## src/rtl/noise_pkg.sv

```systemverilog
package noise_pkg;

    typedef enum logic {
        KIND_FIB = 1'b0,
        KIND_GAL = 1'b1
    } lfsr_kind_e;

    typedef struct packed {
        lfsr_kind_e  kind;
        logic [31:0] bits;
    } lfsr_state_t;

    localparam int FIB_W = 16;
    localparam int GAL_W = 32;
    localparam logic [GAL_W-1:0] GAL_TAP_MASK = 32'h8000_8006;

    function automatic logic [GAL_W-1:0] gal_advance(input logic [GAL_W-1:0] s);
        logic [GAL_W-1:0] shifted;
        shifted = s >> 1;
        return s[0] ? (shifted ^ GAL_TAP_MASK) : shifted;
    endfunction

    function automatic logic [FIB_W-1:0] fib_advance(input logic [FIB_W-1:0] s);
        logic fb;
        fb = s[0] ^ s[2] ^ s[3] ^ s[5];
        return {fb, s[FIB_W-1:1]};
    endfunction

endpackage

```

## src/rtl/step_timer.sv

```systemverilog
module step_timer #(
    parameter int STEP_CYCLES = 10050
) (
    input  logic clk,
    input  logic rst,
    input  logic restart,
    output logic strobe
);
    localparam int CW = (STEP_CYCLES > 1) ? $clog2(STEP_CYCLES) : 1;
    localparam logic [CW-1:0] LAST = CW'(STEP_CYCLES - 1);

    logic [CW-1:0] count_q;

    assign strobe = (count_q == LAST);

    always_ff @(posedge clk) begin
        if (rst || restart || strobe) begin
            count_q <= '0;
        end else begin
            count_q <= count_q + 1'b1;
        end
    end


    strobe_single_chk: assert property (@(posedge clk) disable iff (rst)
        (strobe && !restart) |=> !strobe);

endmodule

```

## src/rtl/lfsr_core.sv

```systemverilog
module lfsr_core
    import noise_pkg::*;
#(
    parameter logic [FIB_W-1:0] FIB_SEED = 16'hACE1,
    parameter logic [GAL_W-1:0] GAL_SEED = 32'hFEED_FACE
) (
    input  logic        clk,
    input  logic        rst,
    input  logic        kind_in,
    input  logic        load,
    input  logic [31:0] load_value,
    input  logic        advance,
    output logic        tap_bit
);
    lfsr_state_t st_q;
    lfsr_state_t st_d;

    function automatic logic [31:0] default_seed(input lfsr_kind_e k);
        return (k == KIND_GAL) ? GAL_SEED : {16'h0, FIB_SEED};
    endfunction

    assign tap_bit = st_q.bits[0];

    always_comb begin
        st_d = st_q;
        if (rst) begin
            st_d.kind = lfsr_kind_e'(kind_in);
            st_d.bits = default_seed(lfsr_kind_e'(kind_in));
        end else if (load) begin
            st_d.kind = lfsr_kind_e'(kind_in);
            st_d.bits = (lfsr_kind_e'(kind_in) == KIND_GAL) ? load_value
                                                           : {16'h0, load_value[15:0]};
        end else if (advance) begin
            if (st_q.bits == '0) begin
                st_d.bits = default_seed(st_q.kind);
            end else if (st_q.kind == KIND_GAL) begin
                st_d.bits = gal_advance(st_q.bits);
            end else begin
                st_d.bits = {16'h0, fib_advance(st_q.bits[15:0])};
            end
        end
    end

    always_ff @(posedge clk) begin
        st_q <= st_d;
    end


    kind_hold_chk: assert property (@(posedge clk) disable iff (rst)
        !load |=> $stable(st_q.kind));


    zero_reseed_chk: assert property (@(posedge clk) disable iff (rst)
        (advance && !load && st_q.bits == '0) |=> (st_q.bits == default_seed(st_q.kind)));


    fib_upper_zero_chk: assert property (@(posedge clk) disable iff (rst)
        (st_q.kind == KIND_FIB) |-> (st_q.bits[31:16] == 16'h0));


    gal_nonzero_chk: assert property (@(posedge clk) disable iff (rst)
        (advance && !load && st_q.kind == KIND_GAL && st_q.bits != '0) |=> (st_q.bits != '0));

endmodule

```

## src/rtl/noise_gen.sv

```systemverilog
module noise_gen
    import noise_pkg::*;
#(
    parameter int               STEP_CYCLES = 10050,
    parameter logic [FIB_W-1:0] FIB_SEED    = 16'hACE1,
    parameter logic [GAL_W-1:0] GAL_SEED    = 32'hFEED_FACE
) (
    input  logic        clk,
    input  logic        rst,
    input  logic        mode_sel,
    input  logic        seed_load,
    input  logic [31:0] seed_value,
    output logic        noise_out,
    output logic        step_pulse
);
    logic strobe;
    logic tap_bit;
    logic noise_q;

    step_timer #(.STEP_CYCLES(STEP_CYCLES)) u_timer (
        .clk     (clk),
        .rst     (rst),
        .restart (seed_load),
        .strobe  (strobe)
    );

    lfsr_core #(.FIB_SEED(FIB_SEED), .GAL_SEED(GAL_SEED)) u_core (
        .clk        (clk),
        .rst        (rst),
        .kind_in    (mode_sel),
        .load       (seed_load),
        .load_value (seed_value),
        .advance    (strobe),
        .tap_bit    (tap_bit)
    );

    always_ff @(posedge clk) begin
        if (rst) begin
            noise_q <= 1'b0;
        end else if (strobe && !seed_load) begin
            noise_q <= tap_bit;
        end
    end

    assign noise_out  = noise_q;
    assign step_pulse = strobe;


    out_hold_chk: assert property (@(posedge clk) disable iff (rst)
        (!strobe || seed_load) |=> $stable(noise_q));

endmodule

```

## config.mk

```make
export PLATFORM = sky130hd
export DESIGN_NAME = noise_gen
export DESIGN_NICKNAME = d
export VERILOG_FILES = /design/src/rtl/noise_pkg.sv /design/src/rtl/step_timer.sv /design/src/rtl/lfsr_core.sv /design/src/rtl/noise_gen.sv
export SDC_FILE = /design/constraint.sdc
export NUM_CORES = 1
export LEC_CHECK = 0
export CORE_MARGIN = 2
export CORE_UTILIZATION = 45
export CTS_CLUSTER_DIAMETER = 120
export DETAILED_ROUTE_END_ITERATION = 8
export PLACE_DENSITY_LB_ADDON = 0.25
export SLEW_MARGIN = 15
export SYNTH_ARGS = -nofsm -noshare
export SYNTH_HDL_FRONTEND = slang
export SYNTH_SLANG_ARGS = --single-unit
export TNS_END_PERCENT = 1
```

## constraint.sdc

```tcl
create_clock -name clk -period 3.4 [get_ports clk]
set_input_delay 0.85 -clock clk [delete_from_list [all_inputs] [get_ports clk]]
set_output_delay 0.85 -clock clk [all_outputs]
set_load 0.005 [all_outputs]
```

* After elaboration in Yosys (flattened, before gate mapping)
Cells that the tools add are included.
** Cells by class
- Add/subtract/negate cells :: 1
- Equality and inequality tests :: 1
- Mux-type cells :: 10
- Bitwise gates (word level) :: 4
- Reductions and logical operators :: 7
** Operators by type and width (count)
- 2-to-1 mux 32 bit :: 8
- 2-to-1 mux 33 bit :: 1
- zero test 32 bit :: 1
- adder 14 x 1 -> 14 bit, second input constant :: 1
- equality test 14 bit, second input constant :: 1
- NOT 3 -> 4 bit :: 1
- nonzero test 3 bit :: 1
- bitwise XOR 1 bit :: 3
- logical OR 1 bit :: 2
- nonzero test 2 bit :: 1
- logical AND 1 bit :: 1
- zero test 1 bit :: 1
- 2-to-1 mux 1 bit :: 1
** Word-level totals
- Register bits :: 48
- Input bits :: 36
- Output and inout port bits :: 2
- Word-level logic and storage cells :: 27

* Depth between registers and ports, before layout
Gate-level depths: netlist (run 1).
- Depth in word-level cells :: 8
- Gate-level depth with buffers :: 7
- Gate-level depth less buffers :: 7

* Modules after synthesis
From an unflattened synthesis (run 1), not the netlist that was laid out.
** Second synthesis, totals
- Cell total of the unflattened synthesis :: 239
- Area, all modules :: 2458.6 um^2
** Modules (own cells, without submodules)
- lfsr_core :: times used 1, cells an instance 163, area each 1767.9 um^2, seq. area each 991.0 um^2
- step_timer :: times used 1, cells an instance 71, area each 640.6 um^2, seq. area each 280.3 um^2
- noise_gen :: times used 1, cells an instance 5, area each 50.0 um^2, seq. area each 20.0 um^2

* Least setup slack after synthesis (run 1)
Ideal clock, no wire load.
- Path kind :: flip-flop to output port
- Start :: register u_timer.count_q[5]
- End :: output step_pulse
- Data arrival time :: 1.457 ns
- Required time :: 2.550 ns
- Setup slack :: 1.093 ns
- Cell stages (with the launch flop) :: 4
- Path buffers :: 0
- Cell sequence :: dfxtp_1 -> or4b_1 -> or4_4 -> inv_1
** Between the ends
- Word-level cells in the longest chain between the ends :: 1
** RTL lines
- from (decl) :: line step_timer.sv:12 : logic [CW-1:0] count_q;
- from (signal assigned) :: line step_timer.sv:20 : count_q <= count_q + 1'b1;
- equality test 14 bit :: line step_timer.sv:14 : assign strobe = (count_q == LAST);
- to (decl) :: line noise_gen.sv:14 : output logic step_pulse
Every way passes these cells.

* Worst setup path after layout (run 1)
Ends and elaborated chain as after synthesis.

==> impl_results.md, run 1 <==
- CP arrival: 2310 ps
- N_diodes: 0
- Synthesized area: ~0.0024 mm2
- Worst Reg-to-Reg Cells: 5
- Largest stage delay, worst path: 580 ps
- Critical path's slowest cell: or4_4
- Final worst slack: 244.8 ps
- Setup crit start kind: flop
- # nets final: between 300 and 400
- Run status: complete, no violations
- Asr flop ratio synth: 0
- Sequential cell area: 0.001291 mm2
- PD cells: 418.2 mW/mm2
- GR peak layer: met2
- Crit end category: primary output
- Largest vdd supply drop: 0.1885 mV
- Multi-input logic area: 0.001001 mm2
- Detailed Route Iter0 Violations: 144
- Syn Nets: 271
- First-pass GRT wire length: 8.487 mm
- Fin Setup TNS: 0 ps
- Post-synthesis cell count: roughly 230
- Met1 Resource Use GR: 0.2458
- Hold_ws: 484.9 ps
- Layout cell share with drive strength beyond 1: 0.07692
- Die width: approximately 77 um
- Worst Tran Pin Value: 824.5 ps
- Average wire per standard cell: 14.77 um
- Vias in the first global route: 1832
- FF-to-FF End: u_core.st_q[9]$_DFFE_PP_
- Via density per instance: 5.405
- CP Data Required Time: about 2600 ps
- H-tree level count: 2
- RSZ-0062 raised after global routing: no
- Residual DRC: 0
- HPWL Detailed: 3.455 mm
- Place WS: 572.6 ps
- Worst min-delay path class: flop to flop
- Final Power: 1.226 mW
- Core Util, Final: 0.5704
- Launching point of the worst reg2reg path: u_core.tap_bit$_DFFE_PP_
- ANT nets after route: 0
- Cell chain of the critical path: or4b_1, or4_4, inv_1, clkdlybuf4s50_1
- Post-CTS setup repair buffer count: 0
- Post-synth EDFFs: 33
- Initial Utilization: 0.4671
- Core Area: 0.005140 mm2
- Period minus WS final: between 3000 and 4000 ps
- Total grt overflow: 0
- Met2 Use GR: 0.2754
- GR Util met3: 0.04941
- Largest net degree at the start of global routing: 47
- Max-cap viol count: 0
- GRT Total Usage: 0.1782
- Vias: approximately 1900
- Clk slew on worst S/H paths: roughly 80 ps
- Final hold viol count: 0
- # hold bufs at CTS: 0
- Drt pass-1 iters: 4
- Leak: 1.021 nW
- Synth-to-Final Area Change: 22.09%
- R2R Setup Slk: between 1000 and 1500 ps
- Ports: 38
- CP delay by family, top: simple AND/OR/NAND/NOR gates
- Routed wire length: 5.067 mm
- Clock buffer count from CTS: 5
- GPL Wtd Cong: 0.8355
- Hold path cells: 1
- Hold Path Sink: u_timer.count_q[0]$_SDFF_PP0_
- Root buf cell: clkbuf_8
- Max Fclk: approximately 320 MHz
- Final worst path period share: 0.9280
- Final slew viol count: 0
- Die height: 77.05 um
- Final Skew: approximately 15 ps
- Clock sinks: 48
- Ys flop type: edfxtp_1
- Port-buffer cells: 37
- FP Rows: 26
- Avg Cell Area, Syn: 10.30 um2
- CTS Buffer Depth: 2
- Initial antenna violation count: 0
- Slew HR: 0.4458
- Final setup viols: 0
- Worst Path Class, Setup: flop to primary output
- Post-cts sizing count: 0
- Filler cells: 474
- CP max FO: 4
- CTS tree: yes
- Yosys warnings: 0
- WP buf/inv: 2
- Synthesized flop and latch total: 48
- Die area: 0.005936 mm2
- Distinct cells, synth: 39
- Clock Latency Late Sink: approximately 300 ps
- HP Start: u_timer.count_q[0]$_SDFF_PP0_
- Post-synthesis sequential area ratio: 0.5378
-- synth_stat cells (all sizes together) (6+ instances only) --
master / count / share of area
nor2: 23 / 0.037
mux2i: 7 / 0.029
xor2: 7 / 0.026
edfxtp: 33 / 0.41
clkbuf: 8 / 0.021
nand3: 6 / 0.013
dfxtp: 15 / 0.13
o21ai: 15 / 0.031
a21oi: 35 / 0.073
nor4: 9 / 0.023
xnor2: 8 / 0.029
nor2b: 8 / 0.021
nand2: 16 / 0.028
-- registers in the layout, indices dropped and copies added (netlist names) --
name             count
u_timer.count_q     14
noise_out            1
u_core.st_q         32
u_core.tap_bit       1
-- cell type report --
| cell class | count | share of cell area |
|---|---|---|
| inverter | 5 | 0.006402 |
| tap | 70 | 0.02988 |
| sequential | 48 | 0.4405 |
| clock inverter | 1 | 0.001707 |
| timing repair buffer | 45 | 0.1468 |
| multi-input combinational | 167 | 0.3414 |
| clock buffer | 7 | 0.03329 |
-- metrics by stage --
stage               instances  area, um2
floorplan                 233       2401
global placement          335       2829
detailed placement        335       2829
CTS                       343       2932
global route              343       2932
finish                    343       2932
-- worst register-to-register path: cells and delay by family, from the launching register on --
kind             cells  cell delay, ps
flip-flops           1             520
AND/OR/NAND/NOR      3            1110
AO/OA/AOI/OAI        2             540
-- kinds of logic (layout without fill, tap and decap cells) --
group / after synthesis / after routing / synth area share
fa+ha+maj: 2 / 2 / 0.01042
simple gates: 82 / 82 / 0.1787
flops: 48 / 48 / 0.5378
buf+inv: 18 / 58 / 0.04794
mux: 7 / 7 / 0.02918
compound gates: 61 / 61 / 0.1412
xor+xnor: 15 / 15 / 0.05472
-- per-layer routing --
layer,vias to the layer above,share of wire
met5,-,0
met4,0,0.013
met3,7,0.050
met2,39,0.46
met1,884,0.47
li1,924,-
-- how the worst max path moves through the flow --
| stage | startpoint | to | slack [ps] | depth (start not counted) |
|---|---|---|---|---|
| floorplan | u_timer.count_q[5]$_SDFF_PP0_ | step_pulse | 1090 | 3 |
| global placement | u_timer.count_q[5]$_SDFF_PP0_ | step_pulse | 560 | 4 |
| detailed placement | u_timer.count_q[5]$_SDFF_PP0_ | step_pulse | 570 | 4 |
| CTS | u_timer.count_q[5]$_SDFF_PP0_ | step_pulse | 220 | 4 |
| global route | u_timer.count_q[5]$_SDFF_PP0_ | step_pulse | 170 | 4 |
| finish | u_timer.count_q[5]$_SDFF_PP0_ | step_pulse | 240 | 4 |
-- cell usage in the layout (no fill, tap or decap), types with 8 or more instances in the layout --
master / count
a21oi_1: 35
buf_4: 8
clkdlybuf4s50_1: 37
dfxtp_1: 15
edfxtp_1: 33
nand2_1: 15
nor2_1: 22
nor2b_1: 8
nor4_1: 8
o21ai_0: 15
xnor2_1: 8
-- power by group --
part	switching [mW]	internal (mW)	total [mW]
Combinational	0.0695	0.0801	0.150
Clock	0.188	0.189	0.377
Sequential	0.0275	0.672	0.699
No activity file was read; power rests on OpenSTA's default activity.
==> run 2: changes to the inputs <==
--- a/config.mk
+++ b/config.mk
@@ -9,6 +9,7 @@
 export CORE_UTILIZATION = 45
 export CTS_CLUSTER_DIAMETER = 120
 export DETAILED_ROUTE_END_ITERATION = 8
+export MAX_ROUTING_LAYER = met4
 export PLACE_DENSITY_LB_ADDON = 0.25
 export SLEW_MARGIN = 15
 export SYNTH_ARGS = -nofsm -noshare
==> impl_results.md, run 2 (synthesized netlist as in run 1, its figures left out) <==
- RSZ-0062 raised after global routing: no
- Residual DRC: 0
- Post-CTS setup repair buffer count: 0
- Worst Tran Pin Value: ~820 ps
- Fin Setup TNS: 0 ps
- Clock sinks: 48
- Initial Utilization: 0.4671
- Port-buffer cells: 37
- GRT Total Usage: 0.1833
- Largest registers: u_core.st_q x32, u_timer.count_q x14
- Vias: 1854
- Clk slew on worst S/H paths: 80 ps
- FP Rows: 26
- Leak: 1.021 nW
- Slew HR: 0.4459
- Run status: complete, no violations
- # hold bufs at CTS: 0
- Largest stage delay, worst path: 580 ps
- Worst min-delay path class: flop to flop
- GPL Wtd Cong: 0.8483
- CP Data Required Time: 2550 ps
- Die height: 77.05 um
- Cell chain of the critical path: or4b_1, or4_4, inv_1, clkdlybuf4s50_1
- First-pass GRT wire length: around 8.5 mm
- Die area: 0.005936 mm2
- Final worst slack: roughly 240 ps
- Max reg flops: 32
- Max-cap viol count: 0
- Final setup viols: 0
- Final Skew: 14.75 ps
- Place WS: between 500 and 600 ps
- Most frequent cells in the layout: clkdlybuf4s50_1, a21oi_1, edfxtp_1, nor2_1
- Core Area: roughly 0.0051 mm2
- Root buf cell: clkbuf_8
- Worst Path Class, Setup: flop to primary output
- Post-cts sizing count: 0
- Most common cell after layout, fill and taps aside: clkdlybuf4s50_1
- WP buf/inv: 2
- Die width: approximately 77 um
- Critical path's slowest cell: or4_4
- Hold_ws: 484.9 ps
- Setup crit start kind: flop
- CTS tree: yes
- Vias in the first global route: 1832
- Final worst path period share: 0.9280
- Clock Latency Late Sink: about 300 ps
- N_diodes: 0
- Period minus WS final: 3155 ps
- Initial antenna violation count: 0
- Ports: 38
- Synth-to-Final Area Change: 22.09%
- # nets final: 310
- Clock buffer count from CTS: 5
- Max Fclk: 316.9 MHz
- Total grt overflow: 0
- HPWL Detailed: 3.455 mm
- Detailed Route Iter0 Violations: 144
- Layout cell share with drive strength beyond 1: 0.07692
- Top reg by flops: u_core.st_q
- Largest net degree at the start of global routing: 47
- CP delay by family, top: simple AND/OR/NAND/NOR gates
- Crit end category: primary output
- Via density per instance: 5.405
- Final slew viol count: 0
- Final hold viol count: 0
- Drt pass-1 iters: 4
- Routed wire length: 5.068 mm
- CP arrival: roughly 2300 ps
- H-tree level count: 2
- CP max FO: 4
- PD cells: between 400 and 500 mW/mm2
- ANT nets after route: 0
- Largest vdd supply drop: 0.1885 mV
- Average wire per standard cell: 14.78 um
- R2R Setup Slk: 1060 ps
- CTS Buffer Depth: 2
-- run 2: cell counts in the layout (fill, tap and decap cells not counted) --
Identical to the previous run, type by type.
-- run 2: final timing paths --
path / start / to / cells after the start
worst max-delay path: u_timer.count_q[5]$_SDFF_PP0_ / step_pulse / 4
worst min-delay path: u_timer.count_q[0]$_SDFF_PP0_ / u_timer.count_q[0]$_SDFF_PP0_ / 1
worst max register to register: u_core.tap_bit$_DFFE_PP_ / u_core.st_q[9]$_DFFE_PP_ / 5
worst min register to register: u_timer.count_q[0]$_SDFF_PP0_ / u_timer.count_q[0]$_SDFF_PP0_ / 1
-- run 2: layout make-up --
type / count / area (um2)
Clock inverter: 1 / 5.005
Fill cell: 474 / 2208
Clock buffer: 7 / 97.59
Tap cell: 70 / 87.58
Multi-Input combinational cell: 167 / 1001
Sequential cell: 48 / 1291
Timing Repair Buffer: 45 / 430.4
Inverter: 5 / 18.77
-- run 2: worst register-to-register path, cell delays in order, from the launching register on --
cell,delay (ps)
edfxtp_1,520
nor4_1,360
nand2_1,120
nor4_2,630
a21oi_1,300
a21oi_1,240
-- run 2: power breakdown --
group | switching (mW) | internal (mW)
registers | 0.0275 | 0.672
clock network | 0.188 | 0.189
logic | 0.0695 | 0.0801
-- run 2: metal layers --
layer | global-route usage | part of all wire
met1 | 0.2458 | 0.47
met2 | 0.2754 | 0.46
met3 | 0.04941 | 0.050
met4 | 0.05179 | 0.013
met5 | - | 0
-- run 2: metrics by stage --
stage,instance area (um2),cells,power [mW],utilization
finish,2932,343,1.226,0.5704
global route,2932,343,1.282,0.5704
CTS,2932,343,1.238,0.5704
detailed placement,2829,335,0.8609,0.5504
global placement,2829,335,0.8585,0.5504
floorplan,2401,233,0.7916,-
